===== src/rtl/enc_clk_pkg.sv =====
package enc_clk_pkg;
   localparam int PRE_W          = 5;
   localparam int POST_W         = 3;
   localparam int CODE_W         = PRE_W + POST_W;
   localparam logic [PRE_W-1:0] FORBID_CODE = 5'h10;
   localparam int FINE_LAST      = 15;
   localparam int COARSE_STEP    = 10;
   localparam int MAX_SENS_HALF  = (2**PRE_W - 1 - FINE_LAST) * COARSE_STEP;
   localparam int MAX_POST       = 2**(2**POST_W);
   localparam int MAX_HALF       = MAX_SENS_HALF * MAX_POST;
   localparam int HALF_W         = $clog2(MAX_HALF + 1);

   typedef struct packed {
      logic sel_force;
      logic sel_level;
      logic uns_force;
      logic uns_level;
   } ovr_t;
endpackage


===== src/rtl/enc_clk_div_decode.sv =====
module enc_clk_div_decode
   import enc_clk_pkg::*;
#(
   parameter int HW     = HALF_W,
   parameter bit REG_EN = 1'b1
) (
   input  logic [CODE_W-1:0] code,
   input  logic              reg_mode,
   output logic [HW-1:0]     half,
   output logic              illegal
);
   localparam int SH_W = POST_W + 1;

   logic [PRE_W-1:0] pre;
   logic [HW-1:0]    sens_half;

   assign pre     = code[PRE_W-1:0];
   assign illegal = (pre == FORBID_CODE);

   always_comb begin
      if (pre <= PRE_W'(FINE_LAST))
         sens_half = HW'(pre) + HW'(1);
      else
         sens_half = HW'(pre - PRE_W'(FINE_LAST)) * HW'(COARSE_STEP);
   end

   generate
      if (REG_EN) begin : g_post
         logic [SH_W-1:0] shamt;
         assign shamt = {1'b0, code[CODE_W-1:PRE_W]} + SH_W'(1);
         assign half  = reg_mode ? (sens_half << shamt) : sens_half;
      end else begin : g_nopost
         logic unused_rm;
         assign unused_rm = reg_mode ^ (^code[CODE_W-1:PRE_W]);
         assign half      = sens_half;
      end
   endgenerate
endmodule


===== src/rtl/enc_clk_burst.sv =====
module enc_clk_burst #(
   parameter int HW = 16
) (
   input  logic          clk,
   input  logic          rst_n,
   input  logic          start,
   input  logic          stop,
   input  logic [HW-1:0] half,
   input  logic          illegal,
   output logic          gen_clk,
   output logic          rise_stb,
   output logic          busy
);
   logic [HW-1:0] half_q;
   logic [HW-1:0] cnt;
   logic          stop_pend;

   always_ff @(posedge clk or negedge rst_n) begin
      if (!rst_n) begin
         busy      <= 1'b0;
         gen_clk   <= 1'b1;
         rise_stb  <= 1'b0;
         half_q    <= '0;
         cnt       <= '0;
         stop_pend <= 1'b0;
      end else begin
         rise_stb <= 1'b0;
         if (!busy) begin
            stop_pend <= 1'b0;
            gen_clk   <= 1'b1;
            if (start && !illegal) begin
               busy    <= 1'b1;
               gen_clk <= 1'b0;
               half_q  <= half;
               cnt     <= half - HW'(1);
            end
         end else begin
            if (stop)
               stop_pend <= 1'b1;
            if (cnt == '0) begin
               cnt     <= half_q - HW'(1);
               gen_clk <= ~gen_clk;
               if (!gen_clk) begin
                  rise_stb <= 1'b1;
                  if (stop_pend || stop)
                     busy <= 1'b0;
               end
            end else begin
               cnt <= cnt - HW'(1);
            end
         end
      end
   end
endmodule


===== src/rtl/enc_clk_route.sv =====
module enc_clk_route
   import enc_clk_pkg::*;
#(
   parameter int NCH = 4
) (
   input  logic           gen_clk,
   input  logic [NCH-1:0] ch_sel,
   input  ovr_t           ovr,
   output logic [NCH-1:0] ch_clk
);
   generate
      for (genvar i = 0; i < NCH; i++) begin : g_ch
         always_comb begin
            if (ch_sel[i])
               ch_clk[i] = ovr.sel_force ? ovr.sel_level : gen_clk;
            else
               ch_clk[i] = ovr.uns_force ? ovr.uns_level : gen_clk;
         end
      end
   endgenerate
endmodule


===== src/rtl/enc_clk_master.sv =====
module enc_clk_master
   import enc_clk_pkg::*;
#(
   parameter int NCH    = 4,
   parameter bit REG_EN = 1'b1
) (
   input  logic              clk,
   input  logic              rst_n,
   input  logic [CODE_W-1:0] freq_code,
   input  logic              reg_mode,
   input  logic [NCH-1:0]    ch_sel,
   input  logic              sel_force,
   input  logic              sel_level,
   input  logic              uns_force,
   input  logic              uns_level,
   input  logic              burst_start,
   input  logic              burst_stop,
   output logic [NCH-1:0]    ch_clk,
   output logic              rise_stb,
   output logic              code_err
);
   localparam int HW = REG_EN ? HALF_W : $clog2(MAX_SENS_HALF + 1);

   generate
      if (NCH < 1) begin : g_bad_nch
         $error("enc_clk_master: NCH must be at least 1");
      end
      if (HW < 8) begin : g_bad_hw
         $error("enc_clk_master: counter too narrow");
      end
   endgenerate

   logic [HW-1:0] half_w;
   logic          gen_w;
   logic          busy_w;
   ovr_t          ovr_w;

   assign ovr_w = '{sel_force: sel_force, sel_level: sel_level,
                    uns_force: uns_force, uns_level: uns_level};

   enc_clk_div_decode #(.HW(HW), .REG_EN(REG_EN)) u_dec (
      .code    (freq_code),
      .reg_mode(reg_mode),
      .half    (half_w),
      .illegal (code_err)
   );

   enc_clk_burst #(.HW(HW)) u_burst (
      .clk     (clk),
      .rst_n   (rst_n),
      .start   (burst_start),
      .stop    (burst_stop),
      .half    (half_w),
      .illegal (code_err),
      .gen_clk (gen_w),
      .rise_stb(rise_stb),
      .busy    (busy_w)
   );

   enc_clk_route #(.NCH(NCH)) u_route (
      .gen_clk(gen_w),
      .ch_sel (ch_sel),
      .ovr    (ovr_w),
      .ch_clk (ch_clk)
   );
endmodule


===== config.mk =====
export PLATFORM = sky130hd
export DESIGN_NAME = enc_clk_master
export DESIGN_NICKNAME = d
export VERILOG_FILES = /design/src/rtl/enc_clk_pkg.sv /design/src/rtl/enc_clk_div_decode.sv /design/src/rtl/enc_clk_burst.sv /design/src/rtl/enc_clk_route.sv /design/src/rtl/enc_clk_master.sv
export SDC_FILE = /design/constraint.sdc
export NUM_CORES = 1
export LEC_CHECK = 0
export BUFFER_PORTS_ARGS = -buffer_cell sky130_fd_sc_hd__clkbuf_2
export CORE_AREA = 4 4 87 89
export CTS_BUF_LIST = sky130_fd_sc_hd__clkbuf_16
export DETAILED_ROUTE_END_ITERATION = 10
export DIE_AREA = 0 0 91 93
export GPL_ROUTABILITY_DRIVEN = 0
export PLACE_DENSITY_LB_ADDON = 0.15
export SKIP_CTS_REPAIR_TIMING = 1
export SYNTH_ARGS = -nofsm -noshare
export SYNTH_HDL_FRONTEND = slang
export SYNTH_SLANG_ARGS = --single-unit

===== constraint.sdc =====
create_clock -name clk -period 5.2 [get_ports clk]
set_input_delay 0.26 -clock clk [delete_from_list [all_inputs] [get_ports clk]]
set_output_delay 0.26 -clock clk [all_outputs]
set_load 0.01 [all_outputs]

==> metrics.csv, run 1 <==
metric,value,unit
clock buffer depth,2,
register area,902.1,µm²
largest family of logic cells by synthesized area,compound AO/OA/AOI/OAI gates,
area share of fa/ha/maj cells after synthesis,0.04932,
clock sinks,36,
final wirelength,11.47,mm
Worst Hold Class,primary input to async pin,
cell with the most instances after synthesis,nand2_1,
Synth Area in XOR/XNOR,0.04553,
Synth Instances,525,
Final #Nets,561,
starting DRC count in detailed routing,483,
crit-path max FO,15,
Final Max Tran Viols,0,
Crit Path Class,primary input to register,
sequential-to-total area share from yosys stat,0.2279,
fin util,0.6213,
maximum vdd drop,0.1436,mV
via count,4209,
multi-input logic area,0.002838,mm²
initial antenna violation count,0,
pre-CTS setup slack,0.3423,ns
Compound-Gate Fraction of Synth Area,0.3377,
final setup skew,0.006457,ns
post-route minimum period,4.651,ns
I/O pins,27,
"Period Utilization, post-route",0.8944,
Final Non-Filler Cells,606,
Syn Std Cell Area,0.003958,mm²
CTS root buf,clkbuf_16,
post-synth top area share,0.2213,
Layout area overhead,6.070,%
CP startpoint kind,primary input,
Worst Tran Pin Value,0.9051,ns
"Max stage delay cell, worst path",fa_1,
DRT Pass-1 Iters,7,
CTS Buf Count,5,
fmax,0.2150,GHz
DRC Markers,0,
simple-gate area share of the yosys netlist,0.2592,
Critical Path End Type,register,
"flops & latches, synth",36,
cell accounting for the most synthesized area,dfrtp_1,
worst setup margin,0.5491,ns
row cnt,30,
CP max stage delay,0.50,ns
"top cells by count, synth","63 x nand2_1, 53 x nor2_1, 41 x a21oi_1",
fraction of layout cells with a size suffix above 1,0.1122,
relative slew slack,0.3966,
endpoints failing hold,0,
Routed WL per cell,18.92,µm
Ys Warns,0,
Synth Flop Type,dfrtp_1,
Synth cell types,74,
Post-DRT Antenna Nets,0,
Crit path required time,5.37,ns
number of global-route vias before repair,3853,
R2R cell count,11,
ys async rst share,1.000,
CP dominant cell by count,ha_1,
CP Cell Sequence,clkbuf_2 -> ha_1 -> and3_1 -> ha_1 -> ha_1 -> fa_1 -> a211oi_2 -> o21ai_1 -> o211a_1 -> o21ba_1 -> o311a_1 -> o21ai_1 -> o211a_1 -> nand2_2 -> o311a_1 -> a221o_1,
status,completed,
Inserted Diodes,0,
All-Layer GR Usage,0.2756,
Buf/Inv on CP,1,
setup_tns,0,ns
mux cell area share after synthesis,0.02529,
RSZ-0062 raised after global routing,false,
Final setup viols,0,
DP Cell Count,598,
PwrDens,294.4,mW/mm²
clock-pin slew on the worst setup and hold paths,0.06,ns
synthesized area per cell,7.538,µm²
Max-Cap Viols,0,
die width,91,µm
global-route wire length before repair,18.91,mm
GR Overflow Total,0,
Worst path top cell family by delay,compound AO/OA/AOI/OAI gates,
dpl hpwl,8.486,mm
clk_lat worst skew,0.28,ns
CTS tree,done,
critical path arrival,4.82,ns
syn nets,561,
largest net degree at the start of global routing,37,
Post-synth EDFFs,0,
starting density of the core,0.5857,
Die H,93,µm
die area,0.008463,mm²
Vias/cell,6.946,
filler cell count,611,
Critical Path Stages,16,
H-tree Lvls,2,
largest cells by area after synthesis,"dfrtp_1 22%, nand2_1 6.0%, a21oi_1 5.2%, nor2_1 5.0%, ha_1 4.4%",
Port Buffer Count,26,
floorplan core area,0.006756,mm²
Leakage,1.769,nW
worst paths after layout:
check | startpoint | to | slack, ns
worst max-delay path | freq_code[0] | u_burst.cnt[15]$_DFFE_PN0P_ | 0.55
worst min-delay path | rst_n | u_burst.half_q[2]$_DFFE_PN0P_ | 0.08
worst max register to register | u_burst.busy$_DFF_PN0_ | u_burst.cnt[14]$_DFFE_PN0P_ | 1.36
worst min register to register | u_burst.half_q[5]$_DFFE_PN0P_ | u_burst.half_q[5]$_DFFE_PN0P_ | 0.47
max in group asynchronous | rst_n | u_burst.half_q[10]$_DFFE_PN0P_ | 4.56
min in group clk | burst_stop | u_burst.busy$_DFF_PN0_ | 0.24
layout by cell type, fill, tap and decap left out, types with 6 or more instances in the layout:
cell type  Yosys  routed
o221ai_1       8       8
a211o_1        6       6
a31oi_1        7       7
and2_1         7       7
clkbuf_2       0      26
o21ai_0       29      29
xnor2_1       14      14
nand2b_1       8       8
inv_1         13      15
nand3_1       14      14
dfrtp_1       35      35
o211ai_1       7       7
nor4_1         6       6
nand2_1       63      63
ha_1          14      14
a21oi_1       41      41
and3_1         7       7
o31ai_1        6       6
a211oi_1       7       7
nand4_1        8       8
nor3_1        17      17
nor2_1        53      53
mux2i_1       10      10
a21o_1         7       7
o21a_1         6       6
metrics by stage:
stage | total power [mW] | hold slack (ns) | cell area [µm²]
CTS | 1.227 | 0.1194 | 4198
detailed placement | 0.9365 | 0.4176 | 4060
global route | 1.317 | 0.1684 | 4198
floorplan | 0.7968 | -0.03559 | 3958
finish | 1.236 | 0.07860 | 4198
global placement | 0.9261 | 0.4065 | 4060
sequential cells by signal (all words and copies together) (netlist names):
| name | cells |
|---|---|
| u_burst.cnt | 16 |
| u_burst.busy | 1 |
| u_burst.gen_clk | 1 |
| u_burst.stop_pend | 1 |
| u_burst.rise_stb | 1 |
| u_burst.half_q | 16 |
layer usage:
layer	GRT usage	up-vias	part of all wire
li1	-	1977	-
met1	0.3744	1948	0.43
met2	0.4365	241	0.45
met3	0.04505	43	0.087
met4	0.1143	0	0.033
met5	0	-	0
cells by family (layout without fill, tap and decap cells):
group / Yosys count / after routing
AO/OA/AOI/OAI: 183 / 183
multiplexers: 10 / 10
XOR/XNOR: 19 / 19
adder cells (fa/ha/maj): 15 / 15
buffers and inverters: 52 / 53
AND/OR/NAND/NOR: 210 / 210
flip-flops: 36 / 36
layout make-up:
type	count	share of cell area
clock buffer	5	0.02981
timing repair buffer	31	0.03994
inverter	14	0.01252
sequential	36	0.2149
tap	80	0.02384
clock inverter	3	0.002981
multi-input combinational	437	0.6760
report_power, final:
part / total, mW / switching [mW] / internal (mW)
clock: 0.286 / 0.113 / 0.173
combinational: 0.568 / 0.339 / 0.229
sequential: 0.382 / 0.0517 / 0.330
No activity file was read; power rests on OpenSTA's default activity.
==> run 2: changes to the inputs <==
- ABC_AREA: default -> 1
- CORE_AREA: 4 4 87 89 -> 4 4 86 88
- DIE_AREA: 0 0 91 93 -> 0 0 90 92
==> run 2 against run 1 <==
  * Register-to-register slack better by 1.0 ns
  * Utilization up 0.70 points
  * Power down 27%
  * Combinational power down 54%
  * Global-route usage down 2.3 points
  * Die area down 2.2%
  * Fmax up 29%
  * Clock skew up 0.00069 ns
  * First-iteration DRC count down 31%
  * Highest routed layer unchanged
==> metrics.csv, run 2 <==
metric,value,unit,change
status,completed,,unchanged
post-route minimum period,3.618,ns,was 4.651 ns
cell with the most instances after synthesis,nand2_1,,unchanged
fraction of layout cells with a size suffix above 1,0.1706,,was 0.1122
Synth Instances,618,,was 525
"Max stage delay cell, worst path",fa_1,,unchanged
endpoints failing hold,0,,unchanged
Final Max Tran Viols,0,,unchanged
area post-placement,0.004010,mm²,was 0.004060 mm²
Worst Hold Class,primary input to async pin,,unchanged
clock sinks,36,,unchanged
worst hold margin,0.09567,ns,was 0.07860 ns
relative slew slack,0.3939,,was 0.3966
syn nets,654,,was 561
Post-DRT Antenna Nets,0,,unchanged
Inserted Diodes,0,,unchanged
Final #Nets,668,,was 561
DRT Pass-1 Iters,5,,was 7
fin util,0.6282,,was 0.6213
clk_lat worst skew,0.29,ns,was 0.28 ns
ys async rst share,1.000,,unchanged
row cnt,30,,unchanged
floorplan core area,0.006644,mm²,was 0.006756 mm²
R2R cell count,14,,was 11
Die H,92,µm,was 93 µm
final wirelength,10.20,mm,was 11.47 mm
starting density of the core,0.5842,,was 0.5857
worst setup margin,1.582,ns,was 0.5491 ns
CP max stage delay,0.49,ns,was 0.50 ns
Vias/cell,5.666,,was 6.946
CTS root buf,clkbuf_16,,unchanged
CP startpoint kind,primary input,,unchanged
I/O pins,27,,unchanged
CP dominant cell by count,nand2_1,,was ha_1
"Period Utilization, post-route",0.6958,,was 0.8944
"flops & latches, synth",36,,unchanged
dpl hpwl,7.798,mm,was 8.486 mm
post-synth top area share,0.2257,,was 0.2213
Crit Path Class,primary input to register,,unchanged
setup_tns,0,ns,unchanged
Crit path required time,5.37,ns,about the same
synthesized area per cell,6.280,µm²,was 7.538 µm²
Synth cell types,44,,was 74
largest cells by area after synthesis,"dfrtp_1 23%, nand2_1 18%, nand3_1 12%, inv_1 6.3%, ha_1 4.5%",,"was dfrtp_1 22%, nand2_1 6.0%, a21oi_1 5.2%, nor2_1 5.0%, ha_1 4.4%"
die width,90,µm,was 91 µm
Worst R2R End,u_burst.cnt[15]$_DFFE_PN0P_,,was u_burst.cnt[14]$_DFFE_PN0P_
RSZ-0062 raised after global routing,false,,unchanged
initial antenna violation count,0,,unchanged
CTS Buf Count,5,,unchanged
multi-input logic area,0.002572,mm²,was 0.002838 mm²
Final setup viols,0,,unchanged
final instance area,0.004174,mm²,was 0.004198 mm²
cell accounting for the most synthesized area,dfrtp_1,,unchanged
register area,902.1,µm²,unchanged
sequential-to-total area share from yosys stat,0.2324,,was 0.2279
via count,4040,,was 4209
Regs by FF count,"u_burst.cnt (16), u_burst.half_q (16)",,unchanged
Routed WL per cell,14.30,µm,was 18.92 µm
"most common cell after layout, fill and taps aside",nand2_1,,unchanged
die area,0.008280,mm²,was 0.008463 mm²
clock-pin slew on the worst setup and hold paths,0.06,ns,about the same
crit-path max FO,8,,was 15
All-Layer GR Usage,0.2526,,was 0.2756
number of global-route vias before repair,3847,,was 3853
FF-to-FF Start,u_burst.cnt[13]$_DFFE_PN0P_,,was u_burst.busy$_DFF_PN0_
starting DRC count in detailed routing,331,,was 483
highest-count cells in the layout ignoring fill and taps,"191 x nand2_1, 90 x nand3_1, 66 x inv_1",,"was 63 x nand2_1, 53 x nor2_1, 41 x a21oi_1"
clock buffer depth,2,,unchanged
GR Overflow Total,0,,unchanged
Syn Std Cell Area,0.003881,mm²,was 0.003958 mm²
Leakage,2.209,nW,was 1.769 nW
Post-synth EDFFs,0,,unchanged
"top cells by count, synth","191 x nand2_1, 90 x nand3_1, 65 x inv_1",,"was 63 x nand2_1, 53 x nor2_1, 41 x a21oi_1"
fmax,0.2764,GHz,was 0.2150 GHz
global-route wire length before repair,17.50,mm,was 18.91 mm
Reg2Reg Setup Slack,2.39,ns,was 1.36 ns
filler cell count,637,,was 611
final setup skew,0.007143,ns,was 0.006457 ns
maximum vdd drop,0.1495,mV,was 0.1436 mV
Max-Cap Viols,0,,unchanged
DRC Markers,0,,unchanged
Critical Path End Type,register,,unchanged
Synth Flop Type,dfrtp_1,,unchanged
Port Buffer Count,26,,unchanged
PwrDens,215.6,mW/mm²,was 294.4 mW/mm²
H-tree Lvls,2,,unchanged
pre-CTS setup slack,1.323,ns,was 0.3423 ns
largest net degree at the start of global routing,37,,unchanged
Worst Tran Pin Value,0.9091,ns,was 0.9051 ns
Layout area overhead,7.543,%,was 6.070%
Ys Warns,0,,unchanged
critical path arrival,3.79,ns,was 4.82 ns
CTS tree,done,,unchanged
[run 2: cell types whose count changed after synthesis, sizes merged, moves of 9 or more]
cell    change
inv        +60
o221ai      -9
mux2i      -10
nand3      +94
nand2     +150
xnor2      -13
a21oi      -21
clkbuf     -17
nor3       -15
[run 2: how the worst max path moves through the flow]
stage                 start                     endpoint  slack (ns)
3_3_place_gp   freq_code[0]  u_burst.cnt[14]$_DFFE_PN0P_        1.43
3_5_place_dp   freq_code[0]  u_burst.cnt[15]$_DFFE_PN0P_        1.32
5_1_grt        freq_code[0]  u_burst.cnt[14]$_DFFE_PN0P_        1.21
2_1_floorplan  freq_code[0]  u_burst.cnt[14]$_DFFE_PN0P_        1.87
4_1_cts        freq_code[0]  u_burst.cnt[15]$_DFFE_PN0P_        1.63
6_report       freq_code[0]  u_burst.cnt[15]$_DFFE_PN0P_        1.58
[run 2: per-layer routing]
metal  track usage  share of wire
met2        0.4312           0.47
met1        0.3520           0.48
met5             0              0
met3       0.02625          0.043
met4       0.04209         0.0062
[run 2: worst max-delay path, delay by kind of cell]
family                   cells  cell delay, ns
adder cells (fa/ha/maj)      4            1.42
buffers and inverters        3            0.30
AND/OR/NAND/NOR             20            1.81
[run 2: cell type report]
cell class / instances / area share
repair buffers: 28 / 0.03477
inverters: 76 / 0.06954
well taps: 80 / 0.02398
flip-flops and latches: 36 / 0.2161
clock inverters: 3 / 0.009293
clock buffers: 5 / 0.02998
multi-input cells: 485 / 0.6163
[run 2: kinds of logic (layout without fill, tap and decap cells)]
logic type,count (synthesis),in the layout,synth area share
flops,36,36,0.2324
xor+xnor,3,3,0.006771
simple gates,396,396,0.4945
buf+inv,97,112,0.1048
compound gates,71,71,0.1112
fa+ha+maj,15,15,0.05029
[run 2: per-stage QoR]
stage | instances | power (mW)
after floorplan | 618 | 0.4996
after global placement | 705 | 0.5533
after detailed placement | 705 | 0.5585
after CTS | 713 | 0.8993
after global routing | 713 | 0.9472
final | 713 | 0.9001
[run 2: report_power, final]
group          leakage, nW  total (mW)  internal (mW)  switching, mW
sequential           0.405       0.296          0.292        0.00431
clock               0.0850       0.341          0.224          0.118
combinational         1.72       0.263         0.0864          0.176
total                 2.21       0.900          0.601          0.299
==> run 3: changes to the inputs <==
- ABC_AREA: 1 -> 0
- CORE_AREA: 4 4 86 88 -> 4 4 90 92
- DIE_AREA: 0 0 90 92 -> 0 0 94 96
- clock period: 5.2 -> 3.2 ns (I/O delays scaled with it)
==> run 3 against run 2 <==
  * First-iteration DRC count rose by 50%
  * Largest cell class unchanged
  * Register-to-register slack got worse by 2.3 ns
  * Die area increased by 9.0%
  * The flow now finishes with violations (negative hold slack, negative setup slack)
  * Critical path depth shrank 11
  * Critical endpoint unchanged
  * Non-clock buffer count grew 114
  * Clock power is 67% higher
  * Highest routed layer unchanged
  * Worst setup slack lost 2.2 ns
  * Largest power group is now combinational cells
  * Combinational power grew to 5.6 times the previous value
==> metrics.csv, run 3 (same netlist as run 1, synthesis figures left out) <==
metric,value,unit,change
Inserted Diodes,0,,unchanged
register area,902.1,µm²,unchanged
worst hold margin,-0.009159,ns,was 0.09567 ns
setup_tns,-3.723,ns,was 0 ns
Leakage,2.424,nW,was 2.209 nW
"Period Utilization, post-route",1.179,,
"most common cell after layout, fill and taps aside",buf_4,,was nand2_1
post-route minimum period,3.773,ns,
FF-to-FF Start,u_burst.cnt[13]$_DFFE_PN0P_,,unchanged
final instance area,0.005658,mm²,was 0.004174 mm²
Reg2Reg Setup Slack,0.14,ns,was 2.39 ns
crit-path max FO,6,,was 8
Worst Tran Pin Value,0.9053,ns,was 0.9091 ns
clock-pin slew on the worst setup and hold paths,0.06,ns,about the same
largest net degree at the start of global routing,37,,unchanged
Layout area overhead,42.97,%,was 7.543%
failing checks,"negative hold slack, negative setup slack",,
status,"complete, but fails checks",,was completed
Die H,96,µm,was 92 µm
Worst Hold Class,primary input to async pin,,unchanged
WL met3,1.429,mm,was 436 µm
clock buffer depth,2,,unchanged
CTS Buf Count,5,,unchanged
Port Buffer Count,26,,unchanged
filler cell count,505,,was 637
starting DRC count in detailed routing,498,,was 331
final setup skew,0.006293,ns,was 0.007143 ns
floorplan core area,0.007214,mm²,was 0.006644 mm²
GR Overflow Total,0,,unchanged
Regs by FF count,"u_burst.cnt (16), u_burst.half_q (16)",,unchanged
clk_lat worst skew,0.29,ns,about the same
row cnt,31,,was 30
Met2 Routed Length,6.925,mm,was 4.786 mm
dpl hpwl,10.03,mm,was 7.798 mm
Crit Path Class,primary input to register,,unchanged
H-tree Lvls,2,,unchanged
RSZ-0062 raised after global routing,true,,was false
R2R cell count,13,,was 14
final wirelength,14.79,mm,was 10.20 mm
fraction of layout cells with a size suffix above 1,0.3673,,was 0.1706
relative slew slack,0.3964,,was 0.3939
Final setup viols,10,,was 0
CTS root buf,clkbuf_16,,unchanged
Crit path required time,3.37,ns,was 5.37 ns
initial antenna violation count,0,,unchanged
PwrDens,473.7,mW/mm²,was 215.6 mW/mm²
area post-placement,0.004996,mm²,was 0.004010 mm²
CTS tree,done,,unchanged
clock sinks,36,,unchanged
die width,94,µm,was 90 µm
worst setup margin,-0.5728,ns,was 1.582 ns
endpoints failing hold,10,,was 0
global-route wire length before repair,21.86,mm,was 17.50 mm
Critical Path End Type,register,,unchanged
fmax,0.2651,GHz,
critical path arrival,3.94,ns,was 3.79 ns
I/O pins,27,,unchanged
Final Max Tran Viols,0,,unchanged
Final #Nets,672,,was 668
via count,4908,,was 4040
DR top layer,met4,,unchanged
All-Layer GR Usage,0.3047,,was 0.2526
Routed met1 length,5.973,mm,was 4.910 mm
highest-count cells in the layout ignoring fill and taps,"108 x buf_4, 61 x nand2_1, 51 x nor2_1",,"was 191 x nand2_1, 90 x nand3_1, 66 x inv_1"
die area,0.009024,mm²,was 0.008280 mm²
maximum vdd drop,0.3279,mV,was 0.1495 mV
Max-Cap Viols,0,,unchanged
Vias/cell,6.668,,was 5.666
CP startpoint kind,primary input,,unchanged
number of global-route vias before repair,4524,,was 3847
starting density of the core,0.5486,,was 0.5842
DRT Pass-1 Iters,5,,unchanged
Worst R2R End,u_burst.cnt[9]$_DFFE_PN0P_,,was u_burst.cnt[15]$_DFFE_PN0P_
Worst Setup SP,freq_code[0],,unchanged
pre-CTS setup slack,-0.7983,ns,was 1.323 ns
Routed WL per cell,20.09,µm,was 14.30 µm
DRC Markers,0,,unchanged
multi-input logic area,0.003342,mm²,was 0.002572 mm²
Post-DRT Antenna Nets,0,,unchanged
run 3: area by class of cell:
class	instances	share of cell area
inverter	14	0.009288
timing repair buffer	142	0.1891
clock inverter	3	0.007519
tap	99	0.02189
clock buffer	5	0.02211
sequential	36	0.1594
multi-input combinational	437	0.5907
run 3: routing by layer:
layer,vias to the layer above,GRT usage
met5,-,0
met4,0,0.09025
met3,64,0.05786
met2,311,0.4979
met1,2327,0.4109
li1,2206,-
run 3: how the worst max path moves through the flow:
stage	end	depth (start not counted)
6_report	u_burst.cnt[15]$_DFFE_PN0P_	16
2_1_floorplan	u_burst.cnt[15]$_DFFE_PN0P_	16
4_1_cts	u_burst.cnt[15]$_DFFE_PN0P_	17
3_5_place_dp	u_burst.cnt[15]$_DFFE_PN0P_	17
5_1_grt	u_burst.cnt[15]$_DFFE_PN0P_	16
3_3_place_gp	u_burst.cnt[15]$_DFFE_PN0P_	17
run 3: per-stage QoR:
stage                     total power [mW]  hold WS, ns    util  instances
after floorplan                      1.373      -0.1356       -        525
after global placement               1.808       0.3176  0.6925        708
after detailed placement             1.839       0.3231  0.6925        708
after CTS                            2.408      0.02563  0.7157        716
after global routing                 2.801      0.05758  0.7843        736
final                                2.680    -0.009159  0.7843        736
run 3: power breakdown:
part           switching (mW)  internal (mW)  total, mW
Clock                   0.204          0.366      0.570
Sequential             0.0908          0.536      0.627
Combinational           0.755          0.729       1.48
run 3: worst max-delay path, stage by stage:
cell      delay, ns
buf_12         0.11
ha_4           0.16
and3_4         0.18
ha_4           0.28
ha_4           0.21
fa_2           0.44
a211oi_4       0.45
o21ai_2        0.15
o211a_1        0.16
o21ba_4        0.21
o311a_4        0.32
o21ai_2        0.18
o211a_1        0.21
nand2_2        0.10
o311a_1        0.35
a221o_1        0.26
